<file path="config.mk">
export PLATFORM = sky130hd
export DESIGN_NAME = adcrd_host
export DESIGN_NICKNAME = d
export VERILOG_FILES = /design/src/rtl/adcrd_pkg.sv /design/src/rtl/adcrd_reset_sync.sv /design/src/rtl/adcrd_delay.sv /design/src/rtl/adcrd_sclk_gen.sv /design/src/rtl/adcrd_frame_rx.sv /design/src/rtl/adcrd_host.sv
export SDC_FILE = /design/constraint.sdc
export NUM_CORES = 1
export LEC_CHECK = 0
export ABC_AREA = 1
export CORE_UTILIZATION = 35
export CTS_CLUSTER_DIAMETER = 150
export CTS_CLUSTER_SIZE = 16
export DETAILED_ROUTE_END_ITERATION = 7
export DONT_BUFFER_PORTS = 1
export GPL_TIMING_DRIVEN = 0
export SYNTH_ARGS = -nofsm -noshare
export SYNTH_HDL_FRONTEND = slang
export SYNTH_SLANG_ARGS = --single-unit
</file>
<file path="constraint.sdc">
create_clock -name clk -period 2.3 [get_ports clk]
set_input_delay 0.46 -clock clk [delete_from_list [all_inputs] [get_ports clk]]
set_output_delay 0.46 -clock clk [all_outputs]
set_load 0.01 [all_outputs]
</file>
<file path="src/rtl/adcrd_pkg.sv">
package adcrd_pkg;
  localparam int FRAME_BITS = 16;
  localparam int HDR_BITS   = 3;
  localparam int DATA_BITS  = 10;
  localparam int SUB_BITS   = 2;
  localparam int CHAN_POS   = FRAME_BITS - HDR_BITS - 1;
  localparam int EDGE_W     = $clog2(FRAME_BITS + 1);

  typedef enum logic [1:0] {
    ST_IDLE  = 2'd0,
    ST_WAKE  = 2'd1,
    ST_SHIFT = 2'd2,
    ST_GAP   = 2'd3
  } rd_state_e;

  typedef struct packed {
    logic                 hdr_err;
    logic                 chan;
    logic [DATA_BITS-1:0] data;
    logic [SUB_BITS-1:0]  sub;
  } rd_result_s;
endpackage

</file>
<file path="src/rtl/adcrd_reset_sync.sv">
module adcrd_reset_sync (
  input  logic clk,
  input  logic rst_n_i,
  output logic rst_n_o
);
  logic [1:0] sync_q;

  always_ff @(posedge clk or negedge rst_n_i) begin
    if (!rst_n_i) sync_q <= 2'b00;
    else          sync_q <= {sync_q[0], 1'b1};
  end

  assign rst_n_o = sync_q[1];
endmodule

</file>
<file path="src/rtl/adcrd_delay.sv">
module adcrd_delay #(
  parameter int CNT_W = 16
) (
  input  logic             clk,
  input  logic             rst_n,
  input  logic             load_i,
  input  logic [CNT_W-1:0] load_val_i,
  input  logic             run_i,
  output logic             zero_o
);
  logic [CNT_W-1:0] cnt_q, cnt_d;

  always_comb begin
    cnt_d = cnt_q;
    if (load_i)                     cnt_d = load_val_i;
    else if (run_i && cnt_q != '0)  cnt_d = cnt_q - 1'b1;
  end

  always_ff @(posedge clk or negedge rst_n) begin
    if (!rst_n) cnt_q <= '0;
    else        cnt_q <= cnt_d;
  end

  assign zero_o = (cnt_q == '0);
endmodule

</file>
<file path="src/rtl/adcrd_sclk_gen.sv">
module adcrd_sclk_gen
  import adcrd_pkg::*;
#(
  parameter int DIV_W = 8
) (
  input  logic             clk,
  input  logic             rst_n,
  input  logic             clear_i,
  input  logic             en_i,
  input  logic [DIV_W-1:0] half_i,
  output logic             sclk_o,
  output logic             rise_o,
  output logic             last_fall_o
);
  logic [DIV_W-1:0]  hc_q, hc_d;
  logic              sclk_q, sclk_d;
  logic [EDGE_W-1:0] nfall_q, nfall_d;
  logic              toggle;

  assign toggle      = en_i && !clear_i && (hc_q == '0);
  assign rise_o      = toggle && !sclk_q;
  assign last_fall_o = toggle && sclk_q && (nfall_q == EDGE_W'(FRAME_BITS - 1));

  always_comb begin
    hc_d    = hc_q;
    sclk_d  = sclk_q;
    nfall_d = nfall_q;
    if (clear_i) begin
      hc_d    = half_i;
      sclk_d  = 1'b0;
      nfall_d = '0;
    end else if (en_i) begin
      if (hc_q == '0) begin
        hc_d   = half_i;
        sclk_d = ~sclk_q;
        if (sclk_q) nfall_d = nfall_q + 1'b1;
      end else begin
        hc_d = hc_q - 1'b1;
      end
    end
  end

  always_ff @(posedge clk or negedge rst_n) begin
    if (!rst_n) begin
      hc_q    <= '0;
      sclk_q  <= 1'b0;
      nfall_q <= '0;
    end else begin
      hc_q    <= hc_d;
      sclk_q  <= sclk_d;
      nfall_q <= nfall_d;
    end
  end

  assign sclk_o = sclk_q;
endmodule

</file>
<file path="src/rtl/adcrd_frame_rx.sv">
module adcrd_frame_rx
  import adcrd_pkg::*;
(
  input  logic       clk,
  input  logic       rst_n,
  input  logic       shift_i,
  input  logic       bit_i,
  input  logic       publish_i,
  output rd_result_s result_o,
  output logic       done_o
);
  logic [FRAME_BITS-1:0] sh_q, sh_d;
  rd_result_s            res_q, res_d;
  logic                  done_q;
  logic [HDR_BITS-1:0]   hdr_ok;

  for (genvar i = 0; i < HDR_BITS; i++) begin : g_hdr
    assign hdr_ok[i] = sh_q[FRAME_BITS-1-i];
  end

  always_comb begin
    sh_d = sh_q;
    if (shift_i) sh_d = {sh_q[FRAME_BITS-2:0], bit_i};
  end

  always_comb begin
    res_d = res_q;
    if (publish_i) begin
      res_d.hdr_err = ~&hdr_ok;
      res_d.chan    = sh_q[CHAN_POS];
      res_d.data    = sh_q[SUB_BITS +: DATA_BITS];
      res_d.sub     = sh_q[SUB_BITS-1:0];
    end
  end

  always_ff @(posedge clk or negedge rst_n) begin
    if (!rst_n) begin
      sh_q   <= '0;
      res_q  <= '0;
      done_q <= 1'b0;
    end else begin
      sh_q   <= sh_d;
      res_q  <= res_d;
      done_q <= publish_i;
    end
  end

  assign result_o = res_q;
  assign done_o   = done_q;
endmodule

</file>
<file path="src/rtl/adcrd_host.sv">
module adcrd_host
  import adcrd_pkg::*;
#(
  parameter int WAKE_W = 16,
  parameter int GAP_W  = 8,
  parameter int DIV_W  = 8
) (
  input  logic                 clk,
  input  logic                 rst_n,
  input  logic                 start_i,
  input  logic                 abort_i,
  input  logic [WAKE_W-1:0]    wake_cycles_i,
  input  logic [GAP_W-1:0]     gap_cycles_i,
  input  logic [DIV_W-1:0]     half_cycles_i,
  input  logic                 adc_miso_i,
  output logic                 adc_sclk_o,
  output logic                 adc_cs_n_o,
  output logic                 busy_o,
  output logic                 done_o,
  output logic                 hdr_err_o,
  output logic                 chan_id_o,
  output logic [DATA_BITS-1:0] data_o,
  output logic [SUB_BITS-1:0]  sub_o
);
  localparam int TMR_W = (WAKE_W > GAP_W) ? WAKE_W : GAP_W;

  logic             rst_sn;
  rd_state_e        state_q, state_d;
  logic             cs_n_q, cs_n_d;
  logic             tmr_load, tmr_run, tmr_zero;
  logic [TMR_W-1:0] tmr_val, wake_ext, gap_ext;
  logic             gen_clear, gen_en, gen_rise, gen_last_fall;
  logic             publish;
  rd_result_s       result;

  assign wake_ext = TMR_W'(wake_cycles_i);
  assign gap_ext  = TMR_W'(gap_cycles_i);

  adcrd_reset_sync u_rst (
    .clk     (clk),
    .rst_n_i (rst_n),
    .rst_n_o (rst_sn)
  );

  always_comb begin
    state_d  = state_q;
    cs_n_d   = cs_n_q;
    tmr_load = 1'b0;
    tmr_val  = gap_ext;
    publish  = 1'b0;
    unique case (state_q)
      ST_IDLE: begin
        if (start_i) begin
          state_d  = ST_WAKE;
          cs_n_d   = 1'b0;
          tmr_load = 1'b1;
          tmr_val  = wake_ext;
        end
      end
      ST_WAKE: begin
        if (abort_i) begin
          state_d  = ST_GAP;
          cs_n_d   = 1'b1;
          tmr_load = 1'b1;
        end else if (tmr_zero) begin
          state_d = ST_SHIFT;
        end
      end
      ST_SHIFT: begin
        if (abort_i) begin
          state_d  = ST_GAP;
          cs_n_d   = 1'b1;
          tmr_load = 1'b1;
        end else if (gen_last_fall) begin
          state_d  = ST_GAP;
          cs_n_d   = 1'b1;
          tmr_load = 1'b1;
          publish  = 1'b1;
        end
      end
      ST_GAP: begin
        if (tmr_zero) state_d = ST_IDLE;
      end
      default: begin
        state_d = ST_IDLE;
        cs_n_d  = 1'b1;
      end
    endcase
  end

  always_ff @(posedge clk or negedge rst_sn) begin
    if (!rst_sn) begin
      state_q <= ST_IDLE;
      cs_n_q  <= 1'b1;
    end else begin
      state_q <= state_d;
      cs_n_q  <= cs_n_d;
    end
  end

  assign tmr_run   = (state_q == ST_WAKE) || (state_q == ST_GAP);
  assign gen_en    = (state_q == ST_SHIFT);
  assign gen_clear = (state_q != ST_SHIFT) || abort_i;

  adcrd_delay #(.CNT_W(TMR_W)) u_tmr (
    .clk        (clk),
    .rst_n      (rst_sn),
    .load_i     (tmr_load),
    .load_val_i (tmr_val),
    .run_i      (tmr_run),
    .zero_o     (tmr_zero)
  );

  adcrd_sclk_gen #(.DIV_W(DIV_W)) u_sclk (
    .clk         (clk),
    .rst_n       (rst_sn),
    .clear_i     (gen_clear),
    .en_i        (gen_en),
    .half_i      (half_cycles_i),
    .sclk_o      (adc_sclk_o),
    .rise_o      (gen_rise),
    .last_fall_o (gen_last_fall)
  );

  adcrd_frame_rx u_rx (
    .clk       (clk),
    .rst_n     (rst_sn),
    .shift_i   (gen_rise),
    .bit_i     (adc_miso_i),
    .publish_i (publish),
    .result_o  (result),
    .done_o    (done_o)
  );

  assign adc_cs_n_o = cs_n_q;
  assign busy_o     = (state_q != ST_IDLE);
  assign hdr_err_o  = result.hdr_err;
  assign chan_id_o  = result.chan;
  assign data_o     = result.data;
  assign sub_o      = result.sub;
endmodule

</file>
# Word-level counts from Yosys, hierarchy flattened
# Cells that the tools add are included.
# totals
register_bits	66
input_bits	37
out_inout_bits	18
wordCells	86
# classes
n_addsub	3
eq_ne	10
mux	33
bitwise	1
reduce_logical	26
# op_table
op	n
$mux 16	4
$mux 8	3
$mux 5	4
$logic_not 16->1	1
$reduce_bool 16->1	1
$sub 16x1->16 const B	1
$mux 1	13
$mux 2	6
$reduce_bool 2->1	5
$logic_not 8->1	1
$ne 2x2->1 const B	4
$pmux 2 s4	1
$reduce_and 4->1	2
$sub 8x1->8 const B	1
$logic_and 1x1->1	6
$ne 3x3->1 const B	2
$pmux 1 s3	2
$reduce_and 3->1	2
$add 5x1->5 const B	1
$eq 5x4->1 const B	1
$eq 2x2->1 const B	2
$logic_not 1->1	3
$reduce_bool 3->1	1
$eq 2x1->1 const B	1
other kinds (4)	5

# Depth between registers and ports, before layout
# logic_depth
word_depth	11
mapped_depth	13
mapped_depth_nobuf	12

# Hierarchy
# A second synthesis with hierarchy kept.
# unflattened
cells_unflattened	502
area_unflattened_um2	3910.0
# modules_own_cells
mod	n_inst	cells_each	area_each_um2	seq_area_each_um2
adcrd_delay	1	183	1255.0	400.4
adcrd_frame_rx	1	114	1169.9	775.7
adcrd_sclk_gen	1	131	954.7	350.3
adcrd_host	1	71	476.7	76.3
adcrd_reset_sync	1	3	53.8	50.0

# Worst setup path before layout
# No wires, ideal clock.
# synth_path
path_type	reg-to-reg
from	reg state_q[0]
to	reg u_tmr.cnt_q[8]
setup_ns	0.122
arrival_time_ns	1.709
slack_ns	0.468
path_stages_with_launch	14
path_buffers	2
period_less_slack_ns	1.832
path_cell_list	dfrtp_1 > inv_1 > ha_1 > nand2_1 > nor2_2 > nand3_4 > nand2_2 > nand2_4 > nand2_4 > nand2_2 > buf_6 > buf_8 > nand3_2 > nand3_2
# synth_between
elab_chain_cells	11
elab_cells_between_ends	19
cone_classes	eq/ne (4); mux (5); reduce/logical (10)
# synth_rtl
element	line_no	source
start, declared	adcrd_host.sv:28	rd_state_e state_q, state_d;
start signal, assigned	adcrd_host.sv:96	state_q <= state_d;
$ne 2x2->1	adcrd_host.sv:103	assign gen_clear = (state_q != ST_SHIFT) || abort_i;
$logic_or 1x1->1	adcrd_host.sv:103	
$logic_not 1->1	adcrd_sclk_gen.sv:20	assign toggle = en_i && !clear_i && (hc_q == '0);
$logic_and 1x1->1 (2 in a row)	adcrd_sclk_gen.sv:20	
$logic_and 1x1->1 (2 in a row)	adcrd_sclk_gen.sv:22	assign last_fall_o = toggle && sclk_q && (nfall_q == EDGE_W'(FRAME_BITS - 1));
$mux 1	adcrd_host.sv:74	end else if (gen_last_fall) begin
$mux 1	adcrd_host.sv:70	if (abort_i) begin
$pmux 1 s3	adcrd_host.sv:51	unique case (state_q)
$mux 16 / $reduce_bool 2->1 (equally long branches)	-	
end signal, assigned	adcrd_delay.sv:21	else cnt_q <= cnt_d;
end, declared	adcrd_delay.sv:11	logic [CNT_W-1:0] cnt_q, cnt_d;
# Parallel ways exist; a longest one is shown, timed or not.
# A chain may end at the register's enable or synchronous reset.

# Final worst setup path
# layout_path
from	reg u_sclk.nfall_q[0]
to	reg u_rx.res_q, in the netlist u_rx.result_o[12]
# layout_between
elab_chain_cells	5
# layout_rtl
element	line_no	source
start, declared	adcrd_sclk_gen.sv:17	logic [EDGE_W-1:0] nfall_q, nfall_d;
start signal, assigned	adcrd_sclk_gen.sv:51	nfall_q <= nfall_d;
$eq 5x4->1	adcrd_sclk_gen.sv:22	
$logic_and 1x1->1	adcrd_sclk_gen.sv:22	
$mux 1	adcrd_host.sv:74	
$mux 1	adcrd_host.sv:70	
$mux 1	adcrd_host.sv:51	
end signal, assigned	adcrd_frame_rx.sv:43	res_q <= res_d;
end, declared	adcrd_frame_rx.sv:13	rd_result_s res_q, res_d;
# Every way passes these cells.

==> impl_metrics.csv <==
group,metric,value,unit
min_path,hp-start,"half_cycles_i[1]",
sta,skew,0.0174,ns
sta,drv_slew,0,
grt,grt_use_total,16.3,%
critical_path,cp-start-kind,"flip-flop",
grt,grt_pass1_wl,12900,microns
sta,fin_crit,2.04,ns
clock_network,htreeDepth,3,
power,peakVddDrop,0.453,mV
min_path,hold_depth,2,
clock_network,tritoncts,"yes",
logic_synthesis,yosys_warnings,0,
critical_path,path_max_fanout,10,
floorplanning,core,9770,sq um
power,switching_share,41.5,%
sta,worst_pin_slew,0.829,ns
min_path,min_path_type,"primary input to flip-flop",
clock_network,clk_pin_slew,0.08,ns
floorplanning,die_x,103,microns
sta,worst_slack,0.257,ns
routing,drc_errors,0,
sta,relSlewSlack,44.7,%
sta,rsz0062_at_grt,"no",
critical_path,r2r-end,"u_rx.result_o[12]",
logic_synthesis,ys_seq_area_share,46.6,%
logic_synthesis,avgSynthCellArea,8.11,sq um
min_path,min_to,"u_sclk.hc_q[1]",
logic_synthesis,ys_seq_elements,66,
final_layout,nets,496,
final_layout,multi_input_area,1670,sq um
sta,holdWs,0.238,ns
power,pwr_density_cell,1160,nW/um^2
critical_path,rr_startpoint,"u_sclk.nfall_q[0]",
power,power.switching,1.91,mW
grt,overflow,0,
critical_path,worst_ep_required_time,2.51,ns
place,place.gp.congestion,0.897,
power,pwr-share-comb,40.3,%
grt,grt_pass1_vias,2773,
place,place_hpwl,5640,microns
outcome,status,"completed",
critical_path,crit_path_end_kind,"flip-flop",
clock_network,numCtsBuffers,9,
floorplanning,fp.dieH,103,microns
critical_path,reg2reg_slack,0.26,ns
floorplanning,io_pins,55,
sta,clock.fmax,490,MHz
clock_network,max-clock-path-buffers,2,
logic_synthesis,syn_nets,484,
routing,drt_iter0_markers,101,
logic_synthesis,syn_inst,437,
routing,wirelength,7680,microns
clock_network,clock_sink_count,66,
power,seqPwrFrac,35.5,%
final_layout,regArea,1660,sq um
sta,finalCritPeriodShare,88.8,%
job,cap_violations,0,
final_layout,n_antenna_cell,0,
power,power_frac_clock,24.1,%
critical_path,r2r.worst_path.cells,7,
floorplanning,dieArea,10500,sq um
final_layout,final_core_util,40.4,%
power,p_int,2.69,mW
routing,ant_nets,0,
clock_network,root_buffer,"clkbuf_8",
routing,via_count,2782,
floorplanning,start_util,36.3,%
grt,antenna_found_initial,0,
logic_synthesis,ys_types,35,
sta,setup_viol,0,
place,dp_slack,0.184,ns
critical_path,cp.arrival,2.25,ns
routing,viasPerCell,4.74,
routing,wl_per_cell,13.1,microns
final_layout,syn_to_final_growth,11.5,%
final_layout,n_fill_cell,987,
logic_synthesis,syn-cell-area,3550,sq um
clock_network,clk_latency,0.35,ns
floorplanning,placementRows,36,
power,power.leakage,1.85,nW
sta,hold_viol_final,0,
place,io_buffers,0,
critical_path,critical_path_class,"flip-flop to flip-flop",
final_layout,drive_above_1_share,12.1,%
grt,grt_max_degree,65,
routing,drtPass1Iterations,4,
==> stage by stage <==
stage	TNS, ns	cells	power (mW)	cell area (sq um)
floorplan	0	437	3.09	3550
global placement	-30.39	570	3.48	3710
detailed placement	0	570	3.53	3720
CTS	0	587	4.67	3950
global route	0	587	5.01	3950
finish	0	587	4.60	3950
==> critical path, cell delays in order, from the launching register on <==
cell	delay, ns
dfrtp_1	0.41
ha_1	0.23
and3_1	0.19
ha_1	0.21
nand3_4	0.09
buf_2	0.23
clkbuf_1	0.39
o21ai_0	0.15
==> synthesized netlist by cell type <==
cell,number,area (sq um)
buf_6,1,11.3
xor2_1,11,96.3
inv_2,1,3.75
buf_4,2,15.0
buf_8,1,15.0
nand3b_1,1,7.51
a32o_1,1,10.0
and3_1,1,6.26
a21oi_4,1,16.3
nor2_8,1,20.0
nand2_4,2,22.5
conb_1,1,3.75
nand2_2,3,18.8
inv_1,36,135
nand2_1,134,503
nand3_1,19,95.1
a21oi_2,1,8.76
mux2i_1,3,30.0
nor2_2,3,18.8
xnor2_1,6,52.6
dfrtp_1,65,1630
o21ai_2,2,17.5
ha_1,10,125
o21ai_0,50,250
nor3_1,1,5.00
or2_2,4,25.0
nand3_4,1,17.5
dfstp_2,1,26.3
nand4_1,2,12.5
nor2_1,41,154
clkbuf_1,7,26.3
o21ai_1,1,5.00
buf_2,3,15.0
a21oi_1,10,50.1
nand3_2,10,100
==> how the worst max path moves through the flow <==
stage                     cells after the start  slack (ns)         startpoint                 to
after floorplan                               0        0.33    u_rst.sync_q[1]         state_q[0]
after global placement                        0       -0.48    u_rst.sync_q[1]     u_tmr.cnt_q[6]
after detailed placement                      9        0.18         state_q[0]    u_tmr.cnt_q[13]
after CTS                                     9        0.14         state_q[0]    u_tmr.cnt_q[13]
after global routing                          8        0.05  u_sclk.nfall_q[0]  u_rx.result_o[10]
final                                         7        0.26  u_sclk.nfall_q[0]  u_rx.result_o[12]
==> registers in the layout, indices dropped and copies added, names as in the netlist <==
| name | count |
|---|---|
| u_sclk.hc_q | 8 |
| adc_cs_n_o | 1 |
| u_sclk.nfall_q | 5 |
| state_q | 2 |
| u_rx.sh_q | 16 |
| u_rx.result_o | 14 |
| u_tmr.cnt_q | 16 |
| u_rx.done_o | 1 |
| u_rst.sync_q | 2 |
| u_sclk.sclk_o | 1 |
==> area by class of cell <==
type / instances / area share [%]
Clock buffer: 9 / 3.13
Buffer: 14 / 2.12
Multi-Input combinational cell: 320 / 42.3
Clock inverter: 7 / 2.56
Inverter: 37 / 3.51
Tap cell: 133 / 4.21
Sequential cell: 66 / 41.9
Timing Repair Buffer: 1 / 0.253
==> timing repair <==
item | 4_1_cts | 5_1_grt
resized for setup | 0 | 2
hold buffers | 1 | 0
setup buffers | 0 | 0
hold endpoints to repair | 2 | 0
endpoints found under the setup margin | 0 | 6
==> cells by family (layout without fill, tap and decap cells) <==
kind of cell | Yosys count | in the layout | synth area share, %
adder cells (fa/ha/maj) | 10 | 10 | 3.53
XOR/XNOR | 17 | 17 | 4.20
other | 1 | 1 | 0.106
buffers and inverters | 51 | 68 | 6.25
multiplexers | 3 | 3 | 0.847
AO/OA/AOI/OAI | 66 | 66 | 10.1
AND/OR/NAND/NOR | 223 | 223 | 28.4
flip-flops | 66 | 66 | 46.6
==> routing by layer <==
layer / track usage (%) / vias up / part of all wire [%]
met2: 27.5 / 56 / 47
met5: 0 / - / 0
met1: 18.9 / 1298 / 44
met4: 6.92 / 0 / 2.4
met3: 5.29 / 15 / 5.9
li1: - / 1413 / -
==> power groups by stage <==
stage	combinational [mW]	clock, mW	sequential [mW]
after global routing	2.15	1.18	1.68
after global placement	1.83	0	1.65
after CTS	1.88	1.14	1.64
final	1.86	1.11	1.63
after floorplan	1.50	0	1.60
after detailed placement	1.87	0	1.66
==> cells in the final DEF (no fill, tap or decap), drive strengths merged, types with 3 or more instances in the layout <==
cell,instances
ha,10
clkbuf,16
or2,4
a21oi,12
o21ai,53
inv,38
dfrtp,65
nand3,30
nand2,139
nor2,45
mux2i,3
xnor2,6
buf,7
xor2,11
(Power assumes the default switching activity.)
